===== src/rtl/arw_pkg.sv =====
package arw_pkg;
   localparam int MATCH_W = 2;

   typedef struct packed {
      logic               filt_en;
      logic [MATCH_W-1:0] match;
   } arw_cfg_t;
endpackage


===== src/rtl/arw_shift.sv =====
module arw_shift #(
   parameter int WORD_W = 32
) (
   input  logic              clk,
   input  logic              rst_n,
   input  logic              bit_valid,
   input  logic              bit_data,
   output logic [WORD_W-1:0] word_o
);
   logic [WORD_W-1:0] sr_q;
   logic [WORD_W:0]   chain;

   always_ff @(posedge clk) begin
      if (!rst_n)         sr_q <= '0;
      else if (bit_valid) sr_q <= {bit_data, sr_q[WORD_W-1:1]};
   end

   assign chain[0] = 1'b0;
   for (genvar g = 0; g < WORD_W; g++) begin : g_par
      assign chain[g+1] = chain[g] ^ sr_q[g];
   end

   assign word_o = {~chain[WORD_W], sr_q[WORD_W-2:0]};

   a_r2_shift_in: assert property (@(posedge clk) disable iff (!rst_n)
      bit_valid |=> sr_q[WORD_W-1] == $past(bit_data));
   a_r2_hold: assert property (@(posedge clk) disable iff (!rst_n)
      !bit_valid |=> $stable(sr_q));
endmodule


===== src/rtl/arw_filter.sv =====
module arw_filter
   import arw_pkg::*;
#(
   parameter int WORD_W = 32,
   parameter int SEL_LO = 8
) (
   input  logic              clk,
   input  logic              rst_n,
   input  logic              cfg_we,
   input  arw_cfg_t          cfg_in,
   input  logic              eos,
   input  logic [WORD_W-1:0] word_i,
   output logic              accept
);
   if (SEL_LO + MATCH_W > WORD_W) begin : g_bad_sel
      $error("label field lies outside the word");
   end

   arw_cfg_t cfg_q;

   always_ff @(posedge clk) begin
      if (!rst_n)      cfg_q <= '0;
      else if (cfg_we) cfg_q <= cfg_in;
   end

   logic hit;
   assign hit    = (word_i[SEL_LO +: MATCH_W] == cfg_q.match);
   assign accept = eos && (!cfg_q.filt_en || hit);

   a_r5_open_when_off: assert property (@(posedge clk) disable iff (!rst_n)
      (eos && !cfg_q.filt_en) |-> accept);
   a_r10_cfg_load: assert property (@(posedge clk) disable iff (!rst_n)
      cfg_we |=> cfg_q == $past(cfg_in));
   a_r4_no_accept_without_eos: assert property (@(posedge clk) disable iff (!rst_n)
      !eos |-> !accept);
endmodule


===== src/rtl/arw_readout.sv =====
module arw_readout #(
   parameter int WORD_W = 32,
   parameter int BUS_W  = 16,
   parameter int SEL_W  = 1
) (
   input  logic              clk,
   input  logic              rst_n,
   input  logic              accept,
   input  logic [WORD_W-1:0] word_i,
   input  logic              rd_en,
   input  logic [SEL_W-1:0]  rd_half,
   output logic [BUS_W-1:0]  rd_data,
   output logic              ready
);
   localparam int NHALF = WORD_W / BUS_W;

   if (NHALF * BUS_W != WORD_W || NHALF < 2) begin : g_bad_split
      $error("word must split into two or more whole bus halves");
   end
   if ((1 << SEL_W) < NHALF) begin : g_bad_sel
      $error("half select too narrow");
   end

   logic [WORD_W-1:0] latch_q;
   logic [NHALF-1:0]  done_q, done_nx, rd_hit;
   logic [BUS_W-1:0]  half_w [NHALF];
   logic              sel_ok;

   assign sel_ok = int'(rd_half) < NHALF;

   always_comb begin
      rd_hit = '0;
      if (rd_en && sel_ok) rd_hit[rd_half] = 1'b1;
      done_nx = done_q | (ready ? rd_hit : '0);
   end

   always_ff @(posedge clk) begin
      if (!rst_n) begin
         latch_q <= '0;
         ready   <= 1'b0;
         done_q  <= '0;
      end else if (accept) begin
         latch_q <= word_i;
         ready   <= 1'b1;
         done_q  <= '0;
      end else if (ready && (&done_nx)) begin
         ready  <= 1'b0;
         done_q <= '0;
      end else begin
         done_q <= done_nx;
      end
   end

   for (genvar h = 0; h < NHALF; h++) begin : g_half
      assign half_w[h] = latch_q[h*BUS_W +: BUS_W];
   end

   assign rd_data = (rd_en && sel_ok) ? half_w[rd_half] : '0;

   a_r6_accept_sets_ready: assert property (@(posedge clk) disable iff (!rst_n)
      accept |=> ready);
   a_r6_rise_needs_accept: assert property (@(posedge clk) disable iff (!rst_n)
      $rose(ready) |-> $past(accept));
   a_r8_clear_after_all: assert property (@(posedge clk) disable iff (!rst_n)
      (ready && !accept && (&done_nx)) |=> !ready);
   a_r9_hold_partial: assert property (@(posedge clk) disable iff (!rst_n)
      (ready && !(&done_nx)) |=> ready);
   a_r4_latch_only_on_accept: assert property (@(posedge clk) disable iff (!rst_n)
      !$stable(latch_q) |-> $past(accept));
endmodule


===== src/rtl/arw_word_buffer.sv =====
module arw_word_buffer
   import arw_pkg::*;
#(
   parameter int WORD_W = 32,
   parameter int BUS_W  = 16,
   parameter int SEL_LO = 8,
   parameter int SEL_W  = $clog2(WORD_W / BUS_W)
) (
   input  logic               clk,
   input  logic               rst_n,
   input  logic               bit_valid,
   input  logic               bit_data,
   input  logic               eos,
   input  logic               cfg_we,
   input  logic               cfg_filter_en,
   input  logic [MATCH_W-1:0] cfg_match,
   input  logic               rd_en,
   input  logic [SEL_W-1:0]   rd_half,
   output logic [BUS_W-1:0]   rd_data,
   output logic               data_ready_n
);
   logic [WORD_W-1:0] word_w;
   logic              accept_w;
   logic              ready_w;
   arw_cfg_t          cfg_w;

   assign cfg_w = '{filt_en: cfg_filter_en, match: cfg_match};

   arw_shift #(.WORD_W(WORD_W)) u_shift (
      .clk(clk), .rst_n(rst_n), .bit_valid(bit_valid),
      .bit_data(bit_data), .word_o(word_w)
   );

   arw_filter #(.WORD_W(WORD_W), .SEL_LO(SEL_LO)) u_filter (
      .clk(clk), .rst_n(rst_n), .cfg_we(cfg_we), .cfg_in(cfg_w),
      .eos(eos), .word_i(word_w), .accept(accept_w)
   );

   arw_readout #(.WORD_W(WORD_W), .BUS_W(BUS_W), .SEL_W(SEL_W)) u_readout (
      .clk(clk), .rst_n(rst_n), .accept(accept_w), .word_i(word_w),
      .rd_en(rd_en), .rd_half(rd_half), .rd_data(rd_data), .ready(ready_w)
   );

   assign data_ready_n = ~ready_w;

   a_r7_idle_zero: assert property (@(posedge clk) disable iff (!rst_n)
      !rd_en |-> rd_data == '0);
endmodule


===== config.mk =====
export PLATFORM = sky130hd
export DESIGN_NAME = arw_word_buffer
export DESIGN_NICKNAME = d
export VERILOG_FILES = /design/src/rtl/arw_pkg.sv /design/src/rtl/arw_shift.sv /design/src/rtl/arw_filter.sv /design/src/rtl/arw_readout.sv /design/src/rtl/arw_word_buffer.sv
export SDC_FILE = /design/constraint.sdc
export NUM_CORES = 1
export LEC_CHECK = 0
export BUFFER_PORTS_ARGS = -buffer_cell sky130_fd_sc_hd__clkbuf_2
export CORE_MARGIN = 3
export CORE_UTILIZATION = 55
export CTS_BUF_LIST = sky130_fd_sc_hd__clkbuf_8
export DETAILED_ROUTE_END_ITERATION = 10
export PLACE_DENSITY = 0.74
export SYNTH_ARGS = -nofsm -noshare
export SYNTH_HDL_FRONTEND = slang
export SYNTH_HIERARCHICAL = 1
export SYNTH_SLANG_ARGS = --single-unit
export TNS_END_PERCENT = 30

===== constraint.sdc =====
create_clock -name clk -period 4.3 [get_ports clk]
set_input_delay 0.215 -clock clk [delete_from_list [all_inputs] [get_ports clk]]
set_output_delay 0.215 -clock clk [all_outputs]
set_load 0.005 [all_outputs]

* Word level (Yosys, flattened, before mapping)
Cells that the tools add are included.
** Word-level totals
- Flip-flop bits (word level) :: 70
- Bits of input ports :: 11
- Output and inout bits :: 17
- Logic and storage cells :: 64
** Cells by class
- Order comparisons :: 3
- Eq/ne operators :: 1
- Muxes and demuxes :: 10
- Bitwise gates (word level) :: 36
- Reductions and logical operators :: 8
** Operator list (count)
- 16-bit two-way mux :: 4
- 1-bit XOR :: 31
- 2-bit two-way mux :: 2
- 1-bit logical AND :: 3
- 1-bit two-way mux :: 3
- 1-bit inverter :: 3
- 3-bit OR reduction :: 1
- 2-bit equality test :: 1
- 2-bit >= comparator (second input constant) :: 1
- 1-bit by 2-bit less-than comparator with 1-bit output (second input constant) :: 1
- 1-bit inverter with 2-bit output :: 1
- 2-bit bitwise OR :: 1
- 2-bit AND reduction :: 1
- 2-bit nonzero test :: 1
- 1-bit demux with 1-bit select :: 1
- 1-bit >= comparator (second input constant) :: 1
- 1-bit logical NOT :: 1
- 1-bit logical OR :: 1

* Logic depth before layout (Yosys ltp)
Gate-level depths: netlist of run 1.
- Depth in word-level cells :: 32
- Depth in mapped cells :: 8
- Mapped depth without buffers :: 7

* Modules after synthesis
Netlist of run 1, hierarchy kept.
** By module, submodules not included
- arw_shift :: times used 1, cells an instance 165, area each 1695.4 um^2, sequential area each 640.6 um^2
- arw_readout :: times used 1, cells an instance 156, area each 1690.4 um^2, sequential area each 700.7 um^2
- arw_filter :: times used 1, cells an instance 13, area each 137.6 um^2, sequential area each 60.1 um^2
- arw_word_buffer :: times used 1, cells an instance 1, area each 3.8 um^2, sequential area each 0.0 um^2

* Worst setup path before layout of run 1
OpenSTA, ideal clock, no wires.
- Kind :: flip-flop to flip-flop
- Start point :: register u_shift.sr_q[8]
- End point :: register u_readout.latch_q[0]
- Setup time :: 0.116 ns
- Data arrival time :: 1.334 ns
- Required time :: 4.184 ns
- Slack :: 2.850 ns
- Stages on the path, launching flop included :: 9
- Path buffers :: 3
- Clock period less this slack :: 1.450 ns
- Path through :: dfxtp_1 buf_4 xor2_1 o21ai_1 and2_1 buf_6 buf_8 mux2i_1 nor2b_1
** Between the ends
- Word-level cells in the longest chain between the ends :: 3
** RTL lines
- start, declared :: line arw_shift.sv:10 : logic [WORD_W-1:0] sr_q;
- start signal, assigned :: line arw_shift.sv:15 : else if (bit_valid) sr_q <= {bit_data, sr_q[WORD_W-1:1]};
- 2-bit equality test :: line arw_filter.sv:27 : assign hit = (word_i[SEL_LO +: MATCH_W] == cfg_q.match);
- 1-bit logical OR :: line arw_filter.sv:28 : assign accept = eos && (!cfg_q.filt_en || hit);
- 1-bit logical AND :: line arw_filter.sv:28
- net accept_w :: line arw_word_buffer.sv:23 : logic accept_w;
- end signal, assigned :: line arw_readout.sv:43 : latch_q <= word_i;
- end, declared :: line arw_readout.sv:24 : logic [WORD_W-1:0] latch_q;
The timed path passes the listed nets, and every way through them passes these cells.
A chain may end at the register's enable or synchronous reset.

* Final worst setup path of run 1
- Start point :: register u_shift.sr_q[8]
- End point :: register u_readout.done_q[1]
** Between the ends
- Word-level cells in the longest chain between the ends :: 4
** RTL lines
- 2-bit equality test :: line arw_filter.sv:27
- 1-bit logical OR :: line arw_filter.sv:28
- 1-bit logical AND :: line arw_filter.sv:28
- net accept_w :: line arw_word_buffer.sv:23
- 3-bit OR reduction (no line)
- end signal, assigned :: line arw_readout.sv:50 : done_q <= done_nx;
- end, declared :: line arw_readout.sv:25 : logic [NHALF-1:0] done_q, done_nx, rd_hit;
The timed path passes the listed nets, and every way through them passes these cells.

==> results of run 1 <==
==> layout make-up <==
type                       count  area (sq um)
clock inverter                 4         17.52
timing repair buffer          28         142.6
tap                           75         93.84
multi-input combinational    214          1742
clock buffer                  10         137.6
inverter                       2         7.507
fill                         564          2519
sequential                    70          1401
==> routing by layer <==
layer	up-vias	share of wire, %	global-route usage [%]
met1	923	50	20.67
li1	1048	-	-
met5	-	0	0
met2	36	45	26.00
met3	7	4.3	5.764
met4	0	1.4	5.612
==> power breakdown <==
group	internal [uW]	switching, uW	leakage, uW
Combinational	43.7	42.9	0.000798
Sequential	654	4.66	0.000565
Clock	212	221	0.0000904
Total	910	269	0.00145
==> state kept, by name (all words and copies together), names as in the netlist <==
signal             flops
u_readout/latch_q     32
u_shift/sr_q          32
u_filter/cfg_q         3
u_readout/done_q       2
u_readout/ready        1
==> cells in the final DEF, fill, tap and decap left out <==
master,n
o21ai_0,2
nand2_1,1
nand4b_1,1
or3_1,1
or2b_1,1
nor2_1,1
mux2i_1,83
a31oi_1,2
clkbuf_2,27
buf_4,1
dfxtp_1,70
and2_2,1
xor2_1,6
clkinv_2,2
a22o_1,1
xnor2_1,27
inv_1,4
o21ai_1,1
a32oi_1,1
nor2b_1,84
nand2b_4,1
clkbuf_8,10
==> tightest hold or removal path: cells and delay by family <==
| kind | cells | cell delay (ps) |
|---|---|---|
| mux | 1 | 50 |
| buf+inv | 1 | 70 |
| simple gates | 1 | 90 |
==> per-stage QoR <==
stage                     cells  power [uW]  setup slack [ps]
after detailed placement    389       760.3              2326
after floorplan             335       749.7              2850
final                       403        1179              2349
after global placement      389       759.7              2346
after CTS                   403        1195              2314
after global routing        403        1229              2157
==> worst paths after layout <==
| kind | slack [ps] | to |
|---|---|---|
| worst max-delay path | 2350 | u_readout/done_q[1] |
| worst min-delay path | 130 | u_filter/cfg_q[2] |
| worst max register to register | 2350 | u_readout/done_q[1] |
| worst min register to register | 520 | u_readout/latch_q[26] |
==> cells by family after synthesis <==
kind of cell	count (synthesis)
simple gates	91
buf+inv	51
xor+xnor	33
compound gates	7
flops	70
mux	83
==> qor.txt, run 1 <==
Synth Area in Adders = 0%
Syn Area/Cell = 10.53 sq um
cts repair resizes = 0
R2R cell count = 5
Root Buffer = clkbuf_8
mux contribution to synthesized area = 23.55%
die footprint = 7410 sq um
vias in the first global route = 2,015
Setup TNS = 0 ps
family with the most delay on the worst path = simple AND/OR/NAND/NOR gates
Pleak = 0.001453 uW
Post-synth EDFFs = 0
crit end category = flip-flop
worst path arrival time = 2180 ps
main flop type after synthesis = dfxtp_1
most numerous cell in the Yosys netlist = nor2b_1
CTS tree = built
gr usage total = 16.39%
PD cells = 332.7 nW/um^2
max_cap viols = 0
synthesized instance count = 335
RSZ-0062 raised after global routing = false
hold_buf cts = 0
VDD IR max = 263.9 uV
Core ar. = 6061 sq um
Slowest-stage cell, CP = and2_2
Mapped Nets = 346
Slew HR = 27.84%
nets = 336
Initial Utilization = 58.20%
vias per cell = 4.998
min cycle time layout = 1951 ps
status = completed
Syn-to-layout area delta = 0.4258%
# port buffers = 27
Critical R2R Launch = u_shift/sr_q[8]
XOR/XNOR Fraction of Synth Area = 8.194%
CP Max Fanout = 34
Chip Width = 86.08 microns
largest family of logic cells by synthesized area = multiplexers
vias post-DR = 2,014
top cell type's share of synthesized area = 39.73%
Hold Crit Depth = 3
Sink Count = 70
clock skew = 4.581 ps
std cell rows = 28
Hold WS = 134.2 ps
first-pass GRT wire length = 9473 microns
HP Start = cfg_filter_en
critical path data required time = 4520 ps
HPWL Detailed = 3443 microns
H-tree Lvls = 3
final clock period utilization by the worst path = 45.38%
first drt pass iteration count = 4
Post-synth top cells = 84 x nor2b_1, 83 x mux2i_1, 70 x dfxtp_1
synth unique cells = 25
Placement Cell Area = 3387 sq um
Levels on crit path = 5
Hold Vio Cnt, Final = 0
final wirelength = 5565 microns
DRT iter0 DRCs = 74
worst hold path class = input pin to flip-flop
clock tree buffer depth = 2
cell taking the most area after synthesis = dfxtp_1
Crit path buffers/inverters = 0
final RePlAce weighted congestion = 0.7148
ant diodes = 0
initial antenna violation count = 0
fin. max-slew vios = 0
DIE HEIGHT = 86.08 microns
mapped cell area = 3527 sq um
top cells by area, synth = dfxtp_1 40%, mux2i_1 24%, nor2b_1 15%, buf_4 6.8%, xnor2_1 6.7%
WS Path Type = flip-flop to flip-flop
Post-synth ARST share = 0%
Final Util = 58.44%
Setup-failing EPs final = 0
post-CTS setup buffer count = 0
Reg clk slew, reported paths = 70 ps
layout cells sized above 1 = 12.80%
Antenna Violating Nets Remaining = 0
Ys Warns = 6
CP max stage delay = 850 ps
Synth Register Bits = 70
CTS Buf Count = 9
total gr overflow = 0
largest net degree at the start of global routing = 42
routed len/inst = 13.81 microns
area of all placed cells without fillers = 3542 sq um
worst setup path start = u_shift/sr_q[8]
Ports = 28
CP Cell Sequence = xor2_1 > o21ai_1 > and2_2 > nand2b_4 > a31oi_1
compound-gate portion of the synthesized area = 1.277%
CP Launch Type = flip-flop
Worst-Skew Late Latency = 330 ps
Remaining DRCs = 0
Least-Margin Pin Slew = 1082 ps
register area share after synthesis = 39.73%
Post-Synth Simple-Gate Area = 16.32%
Fmax = 512.5 MHz
(Power assumes the default switching activity.)
==> inputs of run 2 (changes only) <==
--- a/config.mk
+++ b/config.mk
@@ -5,6 +5,7 @@
 export SDC_FILE = /design/constraint.sdc
 export NUM_CORES = 1
 export LEC_CHECK = 0
+export ABC_AREA = 1
 export BUFFER_PORTS_ARGS = -buffer_cell sky130_fd_sc_hd__clkbuf_2
 export CORE_MARGIN = 3
 export CORE_UTILIZATION = 55
==> constraint.sdc (replaced) <==
create_clock -name clk -period 1.8 [get_ports clk]
set_input_delay 0.09 -clock clk [delete_from_list [all_inputs] [get_ports clk]]
set_output_delay 0.09 -clock clk [all_outputs]
set_load 0.005 [all_outputs]
==> run 2 against run 1 <==
Via count up 43%. Register-to-register slack worse by 2100 ps. Clock skew up 1.8 ps. Clock power rose to 2.8 times the previous value. Count of clock-buffer cells in the layout unchanged. Maximum frequency up 26%. Highest routed layer unchanged. Sequential power rose to 2.7 times the previous value.
==> qor.txt, run 2 <==
status = completed
Hold Vio Cnt, Final = 0 (unchanged)
main flop type after synthesis = dfxtp_1
final wirelength = 7112 microns (+28%)
Ports = 28 (unchanged)
Least-Margin Pin Slew = 717.3 ps (-365.1 ps)
total gr overflow = 0 (unchanged)
vias per cell = 5.348 (+7.0%)
first drt pass iteration count = 6 (+2)
nets = 472 (+40%)
critical path data required time = 2030 ps (-2490 ps)
hold_buf cts = 1 (+1)
family with the most delay on the worst path = simple AND/OR/NAND/NOR gates
Placement Cell Area = 3303 sq um (-2.5%)
# port buffers = 27 (unchanged)
fin. max-slew vios = 0 (unchanged)
synth unique cells = 25 (unchanged)
filler instances = 517 (-8.3%)
Syn-to-layout area delta = 3.589%
CTS Buf Count = 9 (unchanged)
Hold WS = 42.52 ps (-91.71 ps)
RSZ-0062 raised after global routing = false
mapped cell area = 3382 sq um (-4.1%)
Post-synth ARST share = 0% (unchanged)
Syn Area/Cell = 7.211 sq um (-32%)
vias post-DR = 2,872 (+43%)
Post-synth top cells = 80 x nor2_1, 75 x nand2_1, 70 x dfxtp_1
CP max stage delay = 460 ps (-390 ps)
CTS tree = built
WS Path Type = flip-flop to flip-flop
register area share after synthesis = 41.44% (+1.7 points)
max_cap viols = 0 (unchanged)
HPWL Detailed = 4694 microns (+36%)
top cells by area, synth = dfxtp_1 41%, o21ai_0 9.9%, nor2_1 8.9%, nand2_1 8.3%, buf_4 6.9%
Initial Utilization = 59.24% (+1.0 points)
CP Launch Type = flip-flop
Slew HR = 52.12% (+24 points)
Fmax = 646.1 MHz (+26%)
vias in the first global route = 2,486 (+23%)
cell taking the most area after synthesis = dfxtp_1
layout cells sized above 1 = 14.62% (+1.8 points)
Ys Warns = 6 (unchanged)
Core ar. = 5709 sq um (-5.8%)
post-CTS setup buffer count = 0 (unchanged)
cts repair resizes = 0 (unchanged)
DRT iter0 DRCs = 275 (+270%)
Antenna Violating Nets Remaining = 0 (unchanged)
Crit path buffers/inverters = 0 (unchanged)
clock tree buffer depth = 2 (unchanged)
Setup-failing EPs final = 0 (unchanged)
Chip Width = 84.42 microns (-1.9%)
Mapped Nets = 480 (+39%)
Slowest-stage cell, CP = dfxtp_1
crit end category = flip-flop
final clock period utilization by the worst path = 85.99% (+41 points)
std cell rows = 27 (-3.6%)
Remaining DRCs = 0 (unchanged)
routed len/inst = 13.24 microns (-4.1%)
PD cells = 1009 nW/um^2 (+200%)
worst path arrival time = 1780 ps (-400 ps)
most common cell after layout, fill and taps aside = nor2_1
largest net degree at the start of global routing = 41 (-2.4%)
die footprint = 7126 sq um (-3.8%)
top flop regs = u_readout/latch_q: 32 flops, u_shift/sr_q: 32 flops, u_filter/cfg_q: 3 flops
DP Cell Count = 521 (+34%)
Pleak = 0.001669 uW (+15%)
clock skew = 6.413 ps (+1.832 ps)
area of all placed cells without fillers = 3503 sq um (-1.1%)
worst hold path class = input pin to flip-flop
synthesized instance count = 469 (+40%)
top sig layer = met4
Routed met3 length = 455 microns (+90%)
gr usage total = 20.39% (+4.0 points)
H-tree Lvls = 3 (unchanged)
DIE HEIGHT = 84.42 microns (-1.9%)
top cell type's share of synthesized area = 41.44% (+1.7 points)
Setup TNS = 0 ps (unchanged)
initial antenna violation count = 0 (unchanged)
most numerous cell in the Yosys netlist = nor2_1
WL met2 = 3027 microns (+22%)
Reg clk slew, reported paths = 70 ps (about the same)
cell mode on critical path = nand2_1
first-pass GRT wire length = 11,790 microns (+24%)
VDD IR max = 451.5 uV (+71%)
min cycle time layout = 1548 ps (-403.6 ps)
ant diodes = 0 (unchanged)
wl on met1 = 3542 microns (+28%)
commonest non-fill, non-tap cells in the layout = 80 x nor2_1, 75 x nand2_1, 70 x dfxtp_1
Worst-Skew Late Latency = 330 ps (about the same)
CP Cell Sequence = nand3b_1 > nand2_1 > nand2_1 > nand2_2 > nand2_4 > nand2_1 > nand2_1 > nand2_1 > nand2_1 > nand2_1 > nor2_1 > nor2_1
final RePlAce weighted congestion = 0.8243 (+15%)
Post-synth EDFFs = 0 (unchanged)
Synth Register Bits = 70 (unchanged)
CP Max Fanout = 5 (-85%)
Sink Count = 70 (unchanged)
Root Buffer = clkbuf_8
Layout Cells excl Fill = 537 (+33%)
run 2: cell type report:
class | instances | area, sq um | share of cell area (%)
inverter | 45 | 171.4 | 4.893
multi-input combinational | 303 | 1475 | 42.11
tap | 72 | 90.09 | 2.571
sequential | 70 | 1401 | 40.00
timing repair buffer | 32 | 175.2 | 5.000
clock inverter | 5 | 52.55 | 1.500
clock buffer | 10 | 137.6 | 3.929
run 2: cells by family after synthesis:
group | count (synthesis) | synth area share [%]
simple gates | 180 | 22.31
compound gates | 113 | 18.72
buf+inv | 96 | 14.95
flops | 70 | 41.44
xor+xnor | 10 | 2.590
run 2: worst paths after layout:
kind	startpoint	to	slack (ps)	cells past startpoint
hold reg to reg	u_filter/cfg_q[0]	u_filter/cfg_q[0]	470	2
setup reg to reg	u_shift/sr_q[12]	u_readout/latch_q[31]	250	12
setup / recovery	u_shift/sr_q[12]	u_readout/latch_q[31]	250	12
hold / removal	cfg_we	u_filter/cfg_q[2]	40	3
run 2: through the flow:
stage / power (uW) / worst slack (ps) / util [%]
global route: 3730 / 89.78 / 61.36
finish: 3536 / 252.2 / 61.36
detailed placement: 2346 / 307.6 / 57.86
CTS: 3565 / 279.1 / 61.36
global placement: 2333 / 307.6 / 57.86
floorplan: 2261 / 459.3 / -
run 2: worst register-to-register path: cells and delay by family (launching register included):
kind,cells,cell delay [ps]
and+or+nand+nor,12,980
DFF,1,460
run 2: per-layer routing:
layer	global-route usage [%]	up-vias
met5	0	-
met4	7.338	0
met3	3.238	8
met2	30.49	78
met1	29.71	1325
li1	-	1461
run 2: power breakdown:
group / total, uW / switching [uW] / internal [uW] / leakage, uW
clock: 1210 / 552 / 660 / 0.0000970
sequential: 1760 / 98.4 / 1660 / 0.000579
combinational: 563 / 346 / 217 / 0.000994
total: 3540 / 996 / 2540 / 0.00167
==> inputs of run 3 (changes only) <==
--- a/config.mk
+++ b/config.mk
@@ -5,13 +5,12 @@
 export SDC_FILE = /design/constraint.sdc
 export NUM_CORES = 1
 export LEC_CHECK = 0
-export ABC_AREA = 1
 export BUFFER_PORTS_ARGS = -buffer_cell sky130_fd_sc_hd__clkbuf_2
 export CORE_MARGIN = 3
 export CORE_UTILIZATION = 55
 export CTS_BUF_LIST = sky130_fd_sc_hd__clkbuf_8
 export DETAILED_ROUTE_END_ITERATION = 10
-export PLACE_DENSITY = 0.74
+export PLACE_DENSITY = 0.77
 export SYNTH_ARGS = -nofsm -noshare
 export SYNTH_HDL_FRONTEND = slang
 export SYNTH_HIERARCHICAL = 1
==> constraint.sdc (replaced) <==
create_clock -name clk -period 1.4 [get_ports clk]
set_input_delay 0.07 -clock clk [delete_from_list [all_inputs] [get_ports clk]]
set_output_delay 0.07 -clock clk [all_outputs]
set_load 0.005 [all_outputs]
==> run 3 against run 2 <==
The run now ends with negative setup slack left. First-iteration DRC count is 75% lower. Combinational power down 40%. Maximum frequency up 6.7%. Largest cell class unchanged. Largest power group unchanged. Highest routed layer unchanged.
==> qor.txt, run 3 (synthesis results as in run 1) <==
status = finished, violations left
failing checks = negative setup slack
Sink Count = 70 (unchanged)
vias post-DR = 2,261 (-21%)
final clock period utilization by the worst path = 103.6% (+18 points)
Least-Margin Pin Slew = 482.2 ps (-235.1 ps)
most common cell after layout, fill and taps aside = nor2b_1
Worst Slack Setup Final = -50.94 ps (-303.2 ps)
routed len/inst = 14.65 microns (+11%)
Setup-failing EPs final = 9 (+9)
Chip Width = 86.08 microns (+2.0%)
# port buffers = 27 (unchanged)
Crit path buffers/inverters = 0 (unchanged)
Slew HR = 67.85% (+16 points)
layout cells sized above 1 = 27.69% (+13 points)
worst path arrival time = 1690 ps (-90 ps)
Root Buffer = clkbuf_8
largest net degree at the start of global routing = 26 (-37%)
vias per cell = 5.058 (-5.4%)
Layout Cells excl Fill = 447 (-17%)
vias in the first global route = 2,239 (-9.9%)
WS Path Type = flip-flop to flip-flop
Slowest-stage cell, CP = dfxtp_1
CTS tree = built
PD cells = 941.7 nW/um^2 (-6.7%)
die footprint = 7410 sq um (+4.0%)
r2r setup slk = -50 ps (-300 ps)
std cell rows = 28 (+3.7%)
Hold Crit Depth = 3 (unchanged)
Placement Cell Area = 3730 sq um (+13%)
Pleak = 0.001752 uW (+4.9%)
Fmax = 689.2 MHz (+6.7%)
CP Max Fanout = 2 (-3)
Comb power frac = 8.8% (-7.1 points)
H-tree Lvls = 3 (unchanged)
DRT iter0 DRCs = 68 (-75%)
WHS Endpoint = u_filter/cfg_q[0]
clock tree buffer depth = 2 (unchanged)
min cycle time layout = 1451 ps (-96.84 ps)
total gr overflow = 0 (unchanged)
Initial Utilization = 58.20% (-1.0 points)
Syn-to-layout area delta = 16.42%
internal power = 3008 uW (+18%)
clock skew = 7.996 ps (+1.583 ps)
Hold Vio Cnt, Final = 0 (unchanged)
RSZ-0062 raised after global routing = true
initial antenna violation count = 0 (unchanged)
Pwr Total = 3867 uW (+9.4%)
first drt pass iteration count = 5 (-1)
Antenna Violating Nets Remaining = 0 (unchanged)
NetSw = 859.3 uW (-14%)
CP Launch Type = flip-flop
CP Cell Sequence = xnor2_2 > xnor2_2 > xnor2_1 > xnor2_1 > xnor2_1 > mux2i_1 > nor2b_1
Worst-Skew Late Latency = 340 ps (about the same)
VDD IR max = 739.7 uV (+64%)
nets = 379 (-20%)
CP max stage delay = 340 ps (-120 ps)
dpl ws = -62.25 ps (-369.9 ps)
R2R cell count = 7 (-5)
Reg clk slew, reported paths = 70 ps (about the same)
max_cap viols = 0 (unchanged)
Remaining DRCs = 0 (unchanged)
family with the most delay on the worst path = XOR/XNOR gates
HPWL Detailed = 4303 microns (-8.3%)
commonest non-fill, non-tap cells in the layout = 84 x nor2b_1, 80 x mux2i_1, 64 x dfxtp_1
gr usage total = 18.64% (-1.7 points)
ant diodes = 0 (unchanged)
area of all placed cells without fillers = 4106 sq um (+17%)
filler instances = 473 (-8.5%)
critical path data required time = 1640 ps (-390 ps)
R2R Path End = u_readout/latch_q[31]
CTS Buf Count = 9 (unchanged)
final wirelength = 6548 microns (-7.9%)
sequential share of power = 52.2% (+2.4 points)
top flop regs = u_readout/latch_q: 32 flops, u_shift/sr_q: 32 flops, u_filter/cfg_q: 3 flops
DP Cell Count = 426 (-18%)
fin. max-slew vios = 0 (unchanged)
cell mode on critical path = xnor2_1
Critical R2R Launch = u_shift/sr_q[2]
final RePlAce weighted congestion = 0.7294 (-12%)
crit end category = flip-flop
worst hold path class = input pin to flip-flop
DIE HEIGHT = 86.08 microns (+2.0%)
first-pass GRT wire length = 10,680 microns (-9.4%)
Sw Ratio = 22.22% (-6.0 points)
Core ar. = 6061 sq um (+6.2%)
HP Start = cfg_match[0]
Ports = 28 (unchanged)
Clock Power Share = 39.0% (+4.7 points)
## run 3: cell type report
type / count / area, sq um / area share (%)
well taps: 75 / 93.84 / 2.285
flip-flops and latches: 70 / 1411 / 34.37
repair buffers: 71 / 570.5 / 13.89
multi-input cells: 214 / 1837 / 44.73
inverters: 2 / 7.507 / 0.1828
clock inverters: 2 / 7.507 / 0.1828
clock buffers: 13 / 178.9 / 4.357
## run 3: metal layers
metal / up-vias / wire length, microns / part of all wire (%) / track usage [%]
met1: 1071 / 2971 / 45 / 22.17
met5: - / 0 / 0 / 0
met4: 0 / 65 / 0.99 / 5.612
met3: 8 / 272 / 4.2 / 5.764
met2: 47 / 3237 / 49 / 32.10
li1: 1135 / - / - / -
## run 3: through the flow
step / hold slack (ps) / setup TNS [ps] / util, %
final: 18.43 / -137.2 / 67.75
after global routing: 52.67 / -1522 / 67.75
after CTS: 12.21 / -42.87 / 65.96
after detailed placement: 339.7 / -82.60 / 61.54
after global placement: 331.7 / -26.37 / 61.54
after floorplan: 194.2 / -553.3 / -
## run 3: power by group through the flow
stage | sequential [uW] | combinational [uW] | clock (uW)
5_1_grt | 2020 | 361 | 1640
4_1_cts | 2020 | 316 | 1560
3_3_place_gp | 2070 | 303 | 0
6_report | 2020 | 338 | 1510
2_1_floorplan | 2060 | 239 | 0
3_5_place_dp | 2070 | 306 | 0
## run 3: worst max-delay path by stage
stage	start	endpoint	slack [ps]	cells after the start
2_1_floorplan	u_shift/sr_q[9]	u_readout/latch_q[0]	-20	8
3_3_place_gp	u_shift/sr_q[31]	u_readout/latch_q[31]	-30	7
3_5_place_dp	u_shift/sr_q[31]	u_readout/latch_q[31]	-60	7
4_1_cts	u_shift/sr_q[21]	u_readout/latch_q[31]	-30	7
5_1_grt	u_shift/sr_q[2]	u_readout/latch_q[31]	-130	7
6_report	u_shift/sr_q[2]	u_readout/latch_q[31]	-50	7
## run 3: tightest hold or removal path, stage by stage
cell	delay [ps]
clkbuf_2	70
mux2i_1	50
nor2b_1	120
## run 3: what timing repair did
action | 4_1_cts | 5_1_grt
gates cloned | 0 | 2
hold buffers | 3 | 0
pin swaps | 11 | 6
endpoints found under the hold margin | 3 | 0
setup buffers | 0 | 1
endpoints found under the setup margin | 2 | 25
resized for setup | 11 | 9
